## src/rtl/mbx_pkg.sv

```systemverilog
package mbx_pkg;

    // Action selected for one host write cycle
    typedef enum logic [1:0] {
        ACT_NONE   = 2'd0,
        ACT_ACCEPT = 2'd1,
        ACT_CLEAR  = 2'd2,
        ACT_DROP   = 2'd3
    } mbx_act_e;

    // Classify a write: hit on the mailbox, current busy, write bit 31
    function automatic mbx_act_e mbx_classify(input logic hit,
                                              input logic busy_now,
                                              input logic top_bit);
        mbx_act_e a;
        if (!hit)
            a = ACT_NONE;
        else if (!busy_now)
            a = ACT_ACCEPT;
        else if (!top_bit)
            a = ACT_CLEAR;
        else
            a = ACT_DROP;
        return a;
    endfunction

endpackage

```

## src/rtl/mbx_decode.sv

```systemverilog
module mbx_decode
    import mbx_pkg::*;
#(
    parameter int ADDR_W   = 4,
    parameter int DATA_W   = 32,
    parameter int REG_ADDR = 6
) (
    input  logic              wr_en,
    input  logic [ADDR_W-1:0] addr,
    input  logic [DATA_W-1:0] wdata,
    input  logic              busy_now,
    output mbx_act_e          act,
    output logic [DATA_W-2:0] cmd_in
);
    localparam logic [ADDR_W-1:0] SLOT = ADDR_W'(REG_ADDR);

    logic hit;

    always_comb begin
        hit    = wr_en && (addr == SLOT);
        act    = mbx_classify(hit, busy_now, wdata[DATA_W-1]);
        cmd_in = wdata[DATA_W-2:0];
    end
endmodule

```

## src/rtl/mbx_store.sv

```systemverilog
module mbx_store
    import mbx_pkg::*;
#(
    parameter int DATA_W = 32
) (
    input  logic              clk,
    input  logic              rst,
    input  mbx_act_e          act,
    input  logic [DATA_W-2:0] cmd_in,
    output logic              busy_q,
    output logic [DATA_W-2:0] cmd_q,
    output logic              new_q
);
    always_ff @(posedge clk) begin
        if (rst) begin
            busy_q <= 1'b0;
            cmd_q  <= '0;
            new_q  <= 1'b0;
        end else begin
            new_q <= (act == ACT_ACCEPT);
            unique case (act)
                ACT_ACCEPT: begin
                    busy_q <= 1'b1;
                    cmd_q  <= cmd_in;
                end
                ACT_CLEAR: busy_q <= 1'b0;
                default: ;
            endcase
        end
    end

    assert_accept_latch_R2: assert property (@(posedge clk) disable iff (rst)
        (act == ACT_ACCEPT) |=> (busy_q && cmd_q == $past(cmd_in)));

    assert_strobe_single_R3: assert property (@(posedge clk) disable iff (rst)
        new_q |=> !new_q);

    assert_strobe_busy_R3: assert property (@(posedge clk) disable iff (rst)
        new_q |-> busy_q);

    assert_drop_hold_R4: assert property (@(posedge clk) disable iff (rst)
        (act == ACT_DROP) |=> (busy_q && $stable(cmd_q) && !new_q));

    assert_clear_keep_R5: assert property (@(posedge clk) disable iff (rst)
        (act == ACT_CLEAR) |=> (!busy_q && $stable(cmd_q) && !new_q));

    assert_idle_stable_R6: assert property (@(posedge clk) disable iff (rst)
        (act == ACT_NONE) |=> ($stable(busy_q) && $stable(cmd_q)));
endmodule

```

## src/rtl/mbx_readback.sv

```systemverilog
module mbx_readback #(
    parameter int ADDR_W   = 4,
    parameter int DATA_W   = 32,
    parameter int REG_ADDR = 6
) (
    input  logic              rd_en,
    input  logic [ADDR_W-1:0] addr,
    input  logic              busy_now,
    input  logic [DATA_W-2:0] cmd_now,
    output logic [DATA_W-1:0] rdata
);
    localparam logic [ADDR_W-1:0] SLOT = ADDR_W'(REG_ADDR);

    always_comb begin
        if (rd_en && addr == SLOT)
            rdata = {busy_now, cmd_now};
        else
            rdata = '0;
    end
endmodule

```

## src/rtl/cmd_mailbox.sv

```systemverilog
module cmd_mailbox
    import mbx_pkg::*;
#(
    parameter int ADDR_W   = 4,
    parameter int DATA_W   = 32,
    parameter int REG_ADDR = 6
) (
    input  logic              clk,
    input  logic              rst,
    input  logic              host_wr,
    input  logic              host_rd,
    input  logic [ADDR_W-1:0] host_addr,
    input  logic [DATA_W-1:0] host_wdata,
    output logic [DATA_W-1:0] host_rdata,
    output logic [DATA_W-2:0] cmd_field,
    output logic              cmd_new,
    output logic              busy
);
    mbx_act_e          act;
    logic [DATA_W-2:0] cmd_in;

    mbx_decode #(.ADDR_W(ADDR_W), .DATA_W(DATA_W), .REG_ADDR(REG_ADDR)) u_decode (
        .wr_en    (host_wr),
        .addr     (host_addr),
        .wdata    (host_wdata),
        .busy_now (busy),
        .act      (act),
        .cmd_in   (cmd_in)
    );

    mbx_store #(.DATA_W(DATA_W)) u_store (
        .clk    (clk),
        .rst    (rst),
        .act    (act),
        .cmd_in (cmd_in),
        .busy_q (busy),
        .cmd_q  (cmd_field),
        .new_q  (cmd_new)
    );

    mbx_readback #(.ADDR_W(ADDR_W), .DATA_W(DATA_W), .REG_ADDR(REG_ADDR)) u_read (
        .rd_en    (host_rd),
        .addr     (host_addr),
        .busy_now (busy),
        .cmd_now  (cmd_field),
        .rdata    (host_rdata)
    );

    assert_read_view_R7: assert property (@(posedge clk) disable iff (rst)
        (host_rd && host_addr == ADDR_W'(REG_ADDR)) |-> host_rdata == {busy, cmd_field});

    assert_read_quiet_R7: assert property (@(posedge clk) disable iff (rst)
        !host_rd |-> host_rdata == '0);
endmodule

```

## config.mk

```make
export PLATFORM = sky130hd
export DESIGN_NAME = cmd_mailbox
export DESIGN_NICKNAME = d
export VERILOG_FILES = /design/src/rtl/mbx_pkg.sv /design/src/rtl/mbx_decode.sv /design/src/rtl/mbx_store.sv /design/src/rtl/mbx_readback.sv /design/src/rtl/cmd_mailbox.sv
export SDC_FILE = /design/constraint.sdc
export NUM_CORES = 1
export LEC_CHECK = 0
export BUFFER_PORTS_ARGS = -buffer_cell sky130_fd_sc_hd__buf_2
export CAP_MARGIN = 10
export CORE_UTILIZATION = 36
export DETAILED_ROUTE_END_ITERATION = 12
export MAX_ROUTING_LAYER = met4
export PLACE_DENSITY_LB_ADDON = 0.25
export SYNTH_ARGS = -nofsm -noshare
export SYNTH_HDL_FRONTEND = slang
export SYNTH_SLANG_ARGS = --single-unit
export TNS_END_PERCENT = 30
```

## constraint.sdc

```tcl
create_clock -name clk -period 1.7 [get_ports clk]
set_input_delay 0.34 -clock clk [delete_from_list [all_inputs] [get_ports clk]]
set_output_delay 0.34 -clock clk [all_outputs]
set_load 0.01 [all_outputs]
```

Word-level counts from Yosys, hierarchy flattened. Index checks and enable logic that the tools add are counted.

Word-level logic and storage cells: 14. Output and inout port bits: 65. Register bits: 33. Input bits: 40.

Multiplexer cells: 5. Eq/ne operators: 3. Reductions and logical operators: 3.

Operators by type and width (number): 32-bit 2-to-1 mux (1); 4-bit by 3-bit equality test with 1-bit output (second input constant) (1); 2-bit 2-to-1 mux (2); 2-bit by 1-bit equality test with 1-bit output (second input constant) (1); 2-bit equality test (second input constant) (1); 1-bit logical AND (2); 1-bit one-hot mux with 2 select lines (1); 2-bit nonzero test (1); 1-bit 2-to-1 mux (1).

Depth between registers and ports, before layout. Gate-level depths: netlist of the first run.

Depth in word-level cells: 5. Depth in mapped cells: 8. Mapped depth without buffers: 5.

By module. A second synthesis of the first run with hierarchy kept.

Cells, all modules: 223. Area, all modules: 2102.0 µm².

Modules (own cells, without submodules): mbx_store (cells an instance 112, sequential area each 660.6 µm², area an instance 1243.7 µm², times used 1); mbx_readback (cells an instance 75, sequential area each 0.0 µm², area an instance 559.3 µm², times used 1); mbx_decode (cells an instance 36, sequential area each 0.0 µm², area an instance 299.0 µm², times used 1).

Least setup slack after synthesis of the first run. OpenSTA, ideal clock, no wires.

Path kind: in2reg. Start point: in host_addr[0]. End point: reg u_store.cmd_q[0]. Required time: 1.572 ns. Stages on the path: 8. Arrival: 1.682 ns. Setup time: 0.128 ns. Setup slack: -0.109 ns. Buffers on the path: 3. Path through: and4bb_4 > buf_6 > and3_1 > ha_1 > buf_2 > buf_4 > mux2i_1 > nor2_1.

Longest elaborated chain between the ends: 4.

Ends and longest elaborated chain: start: declaration (line cmd_mailbox.sv:12) `input logic [ADDR_W-1:0] host_addr,`; 4-bit by 3-bit equality test with 1-bit output (line mbx_decode.sv:20) `hit = wr_en && (addr == SLOT);`; 1-bit logical AND (line mbx_decode.sv:20); 2-bit 2-to-1 mux (line mbx_pkg.sv:16) `if (!hit)`; 2-bit by 1-bit equality test with 1-bit output (line mbx_store.sv:21) `unique case (act)`; end signal: assignment (line mbx_store.sv:24) `cmd_q <= cmd_in;`; end: declaration (line mbx_store.sv:11) `output logic [DATA_W-2:0] cmd_q,`.

No other way between the ends. A chain may end at the register's enable or synchronous reset.

Worst setup path after layout of the first run.
Start point: in host_addr[3]. End point: out host_rdata[20].

Longest elaborated chain between the ends: 3.

Ends and longest elaborated chain: 4-bit by 3-bit equality test with 1-bit output (line mbx_readback.sv:15) `if (rd_en && addr == SLOT)`; 1-bit logical AND (line mbx_readback.sv:15); 32-bit 2-to-1 mux (line mbx_readback.sv:15); end: declaration (line cmd_mailbox.sv:14) `output logic [DATA_W-1:0] host_rdata,`.

No other way between the ends.

==> results of run 1 <==
[report_power, final]
part	internal, uW	switching (uW)
registers	784	6.90
logic	59.5	57.9
clock network	320	242
total	1160	307
[worst register-to-register path: cells and delay by family (launching register included)]
kind | cells | cell delay, ns
adders and majority gates | 1 | 0.16
buffers and inverters | 1 | 0.17
DFF | 1 | 0.36
muxes | 1 | 0.21
and+or+nand+nor | 3 | 0.37
[cell usage after synthesis (all sizes together)]
| library cell | number |
|---|---|
| and3 | 34 |
| dfxtp | 33 |
| mux2i | 31 |
| nor2 | 31 |
| buf | 7 |
| clkbuf | 7 |
| ha | 3 |
| nand3 | 2 |
| a21oi | 1 |
| and4bb | 1 |
| nand2 | 1 |
| nand2b | 1 |
| nor2b | 1 |
| or2 | 1 |
[flip-flops by register name (all words and copies together), names as in the netlist]
name            cells
u_store.busy_q      1
u_store.cmd_q      31
u_store.new_q       1
[stage by stage]
step	power, uW	instances	setup TNS (ns)	area, um2
CTS	1490	303	0	2130
finish	1470	303	0	2130
detailed placement	927	296	-0.566	2040
global placement	925	296	0	2040
global route	1550	303	0	2130
floorplan	866	154	-0.946	1530
[how the worst max path moves through the flow]
stage | start | endpoint | slack (ns) | cells after the start
after floorplan | host_addr[3] | u_store.cmd_q[0] | -0.03 | 8
after global placement | host_addr[3] | u_store.cmd_q[22] | 0.008 | 7
after detailed placement | host_addr[3] | u_store.cmd_q[20] | -0.04 | 7
after CTS | host_addr[3] | host_rdata[27] | 0.08 | 5
after global routing | host_addr[3] | host_rdata[14] | 0.006 | 5
final | host_addr[3] | host_rdata[20] | 0.09 | 5
[routing by layer]
metal  track usage  vias to the layer above
met3        0.0466                        4
li1              -                      722
met4        0.0638                        0
met5             -                        -
met1         0.189                      611
met2         0.283                       58
[logic make-up (layout without fill, tap and decap cells)]
group | after synthesis | after routing | synth area share
buffers and inverters | 14 | 115 | 0.0592
flip-flops | 33 | 33 | 0.447
adder cells (fa/ha/maj) | 3 | 3 | 0.0254
AO/OA/AOI/OAI | 1 | 1 | 0.00338
multiplexers | 31 | 31 | 0.210
AND/OR/NAND/NOR | 72 | 72 | 0.256
[layout make-up]
cell class                 count  share of cell area
timing repair buffer         108               0.270
clock buffer                   7              0.0405
sequential                    33               0.310
tap                           48              0.0282
multi-input combinational    107               0.351
==> flow_summary.ini, run 1 <==
[worst_setup_path]
critPathSlowestCell = and4bb_4
critPathArrivalTime_ns = 1.27
slowest_delay_ns = 0.35
crit_required_ns = 1.36
ff2ff_path_depth = 6
r2r_start = u_store.busy_q
cp-end-kind = output port
crit_type = in2out
reg2reg_slack_ns = 0.31
r2r-end = u_store.cmd_q[20]
cp_max_fo = 15
cp-start-kind = input pin
crit_family = simple AND/OR/NAND/NOR gates
path_cells = buf_2, and4bb_4, buf_4, and3_1, buf_2
crit_top_cell = buf_2
crit_buf_inv = 3

[final_layout]
final_cell_mix = 104 x buf_2, 33 x and3_1, 33 x dfxtp_1
drive_above_1_share = 0.463
multi_input_area_um2 = 748
layout_commonest_cell = buf_2
final_nets = 298
antennaDiodeCount = 0
seq_area_um2 = 661
area_delta_synth_final_pct = 44.1
fillers = 380
utilization = 0.561

[floorplan]
dieHeight_um = 66.1
fp.coreArea_um2 = 3800
start_util = 0.389
num_rows = 22
io_pins = 105
die_x_um = 66.1
dieArea_um2 = 4370

[sta]
post-route-min-period_ns = 1.61
fmax_ghz = 0.620
worstMarginPinSlew_ns = 0.575
finalHoldViolCount = 0
setup-violations-final = 0
worst_slack_ns = 0.0876
rsz0062_at_grt = no
finalCritPeriodShare = 0.948
relSlewSlack = 0.617
fin_skew_ns = 0.00172
drv_slew = 0
hold-worst-slack_ns = 0.300

[route]
vias_per_cell = 4.60
drt_iter0_drc = 39
route.detailed.drc = 0
wirelength_mm = 3.42
vias = 1395
routed.top_layer = met4
detail-route-antenna-nets = 0
met3_length_um = 235
dr.pass1.iters = 4
dr_wl_met2_mm = 1.67
post_drt_wl_per_cell_um = 11.3
wl_met1_mm = 1.48

[grt]
grt_max_degree = 34
grt_overflow = 0
grtUsageTotal = 0.168
grt_pass1_vias = 1158
grt_pass1_wl_mm = 5.35
antenna_found_initial = 0

[pwr]
peakVddDrop_v = 0.000480
p_per_area_nw_per_um2 = 690
p_leak_uw = 0.00119

[synth]
synth_cell_types = 16
synth_top_area_frac = 0.447
synth_area_um2 = 1480
yosys_register_bits = 33
syn_inst = 154
syn_avg_cell_area_um2 = 9.60
synthesis.nets = 197
yosys_warnings = 0
synth_top_area_cell = dfxtp_1
yosysSeqAreaShare = 0.447
synthTopCellsByArea = dfxtp_1 45%, mux2i_1 21%, and3_1 14%

[clock_network]
cts_resized = 0
htreeDepth = 2
clk_latency_ns = 0.27
cts_inserted_buffers = 5
cts_tree = yes
clockRootBuffer = clkbuf_8
cts_sinks = 33
post_cts_buffers = 0
postCtsHoldBufs = 0
clock_path_buffers = 2
clk_pin_slew_ns = 0.06

[flow_run]
maxCapViolCount = 0

[placed_design]
place_congestion = 0.684
hpwl_mm = 2.55
portBuffers = 104
dp_slack_ns = -0.0372

[hold_path]
whs_path_depth = 3
min_to = u_store.cmd_q[25]
hold_path.class = in2reg
min_from = host_wdata[25]

[run_status]
status = completed
Note: power is estimated with default switching activity, not from simulation.
==> inputs of run 2 (changes only) <==
--- a/config.mk
+++ b/config.mk
@@ -5,9 +5,10 @@
 export SDC_FILE = /design/constraint.sdc
 export NUM_CORES = 1
 export LEC_CHECK = 0
+export ABC_AREA = 1
 export BUFFER_PORTS_ARGS = -buffer_cell sky130_fd_sc_hd__buf_2
 export CAP_MARGIN = 10
-export CORE_UTILIZATION = 36
+export CORE_UTILIZATION = 37
 export DETAILED_ROUTE_END_ITERATION = 12
 export MAX_ROUTING_LAYER = met4
 export PLACE_DENSITY_LB_ADDON = 0.25
==> run 2 against run 1 <==
Effect of this change:
- cell area grew 7.0%
- clock skew grew 0.0021 ns
- global-route usage up 0.46 points
- worst hold slack worse by 0.064 ns
- via count is 17% higher
- setup slack improved by 0.16 ns
- synthesized cell count rose by 46%
- highest routed layer unchanged
==> flow_summary.ini, run 2 <==
[synth]
synth_top_area_cell = dfxtp_1
syn_avg_cell_area_um2 = 7.04
syn_inst = 225
synth.most_common_cell = nor2_1
synthTopCellsByArea = dfxtp_1 42%, nor2_1 16%, nor2_2 12%
ys_top_cells_by_count = 67 x nor2_1, 39 x inv_1, 33 x dfxtp_1
synth_edf_count = 0
synth_cell_types = 15
yosysSeqAreaShare = 0.417
synth_top_area_frac = 0.417
synth_area_um2 = 1580
yosys_register_bits = 33
synthArstFlopShare = 0
synth_flop_cell = dfxtp_1
synthesis.nets = 268
yosys_warnings = 0

[floorplan]
io_pins = 105
dieArea_um2 = 4550
fp.coreArea_um2 = 4060
die_x_um = 67.4
num_rows = 23
start_util = 0.390
dieHeight_um = 67.4

[worst_setup_path]
crit_buf_inv = 3
critPathArrivalTime_ns = 1.12
cp-start-kind = input pin
slowest_delay_ns = 0.17
path_cells = buf_2, nor2_4, nand3_4, buf_12, nor2_1, buf_2
crit_required_ns = 1.36
crit_family = buffers and inverters
crit_top_cell = buf_2
cp_max_fo = 15
crit_type = in2out
critPathSlowestCell = buf_12
cp-end-kind = output port

[route]
route.detailed.drc = 0
post_drt_wl_per_cell_um = 9.77
wirelength_mm = 3.74
vias = 1627
vias_per_cell = 4.25
dr.pass1.iters = 4
detail-route-antenna-nets = 0
drt_iter0_drc = 74

[placed_design]
dp_slack_ns = 0.0500
hpwl_mm = 2.85
portBuffers = 104
place_congestion = 0.675

[sta]
finalHoldViolCount = 0
timing.setup.tns_ns = 0
relSlewSlack = 0.888
finalCritPeriodShare = 0.856
fin_skew_ns = 0.00379
rsz0062_at_grt = no
worstMarginPinSlew_ns = 0.166
setup-violations-final = 0
post-route-min-period_ns = 1.46
drv_slew = 0
worst_slack_ns = 0.245
fmax_ghz = 0.687

[clock_network]
cts_tree = yes
cts_resized = 0
clock_path_buffers = 2
clockRootBuffer = clkbuf_8
postCtsHoldBufs = 0
cts_sinks = 33
clk_pin_slew_ns = 0.06
cts_inserted_buffers = 5
clk_latency_ns = 0.28
htreeDepth = 2
post_cts_buffers = 0

[grt]
grt_overflow = 0
grt_max_degree = 18
antenna_found_initial = 0
grt_pass1_vias = 1374
grtUsageTotal = 0.173
grt_pass1_wl_mm = 5.65

[final_layout]
final_nets = 375
top_regs = u_store.cmd_q (31), u_store.busy_q (1), u_store.new_q (1)
regMostFlops = u_store.cmd_q
antennaDiodeCount = 0
final_cell_mix = 104 x buf_2, 67 x nor2_1, 39 x inv_1
seq_area_um2 = 661
drive_above_1_share = 0.453
area_delta_synth_final_pct = 44.0
fillers = 414
multi_input_area_um2 = 698
layout_commonest_cell = buf_2
largest_register_ffs = 31

[pwr]
p_per_area_nw_per_um2 = 655
p_leak_uw = 0.00121
peakVddDrop_v = 0.000348

[run_status]
status = completed

[flow_run]
maxCapViolCount = 0

[hold_path]
hold_path.class = in2reg
-- run 2: final cells by class --
class                      count  area share
clock inverter                 2     0.00439
timing repair buffer         112       0.276
tap                           50      0.0274
multi-input combinational    141       0.306
inverter                      39      0.0642
clock buffer                   6      0.0318
sequential                    33       0.290
-- run 2: kinds of logic (layout without fill, tap and decap cells) --
group                      after synthesis  count (layout)  synth area share
DFF                                     33              33             0.417
AOI/OAI and AO/OA                       32              32             0.101
buffers and inverters                   51             159             0.142
adders and majority gates                3               3            0.0237
and+or+nand+nor                        106             106             0.316
-- run 2: path summary, 6_finish.rpt --
path	from	end	slack (ns)	cells past startpoint
worst max-delay path	host_addr[3]	host_rdata[31]	0.24	6
worst min-delay path	rst	u_store.new_q	0.24	2
worst max register to register	u_store.busy_q	u_store.cmd_q[2]	0.35	8
worst min register to register	u_store.cmd_q[9]	u_store.cmd_q[9]	0.52	2
-- run 2: routing by layer --
metal  share of wire  GRT usage
met2            0.46      0.306
met1            0.45      0.178
met4           0.016     0.0798
met5               0          -
met3           0.072     0.0439
-- run 2: metrics by stage --
stage | cell area, um2 | std cells | power [uW] | hold WS [ns] | util
3_5_place_dp | 2200 | 375 | 959 | 0.509 | 0.542
3_3_place_gp | 2200 | 375 | 957 | 0.495 | 0.542
2_1_floorplan | 1580 | 225 | 879 | 0.411 | -
6_report | 2280 | 383 | 1490 | 0.235 | 0.562
4_1_cts | 2280 | 383 | 1520 | 0.227 | 0.562
5_1_grt | 2280 | 383 | 1570 | 0.226 | 0.562
-- run 2: report_power, final --
part / leakage [uW] / switching [uW] / internal (uW)
Clock: 0.0000450 / 269 / 283
Sequential: 0.000267 / 11.4 / 790
Combinational: 0.000894 / 72.5 / 67.1
Total: 0.00121 / 353 / 1140
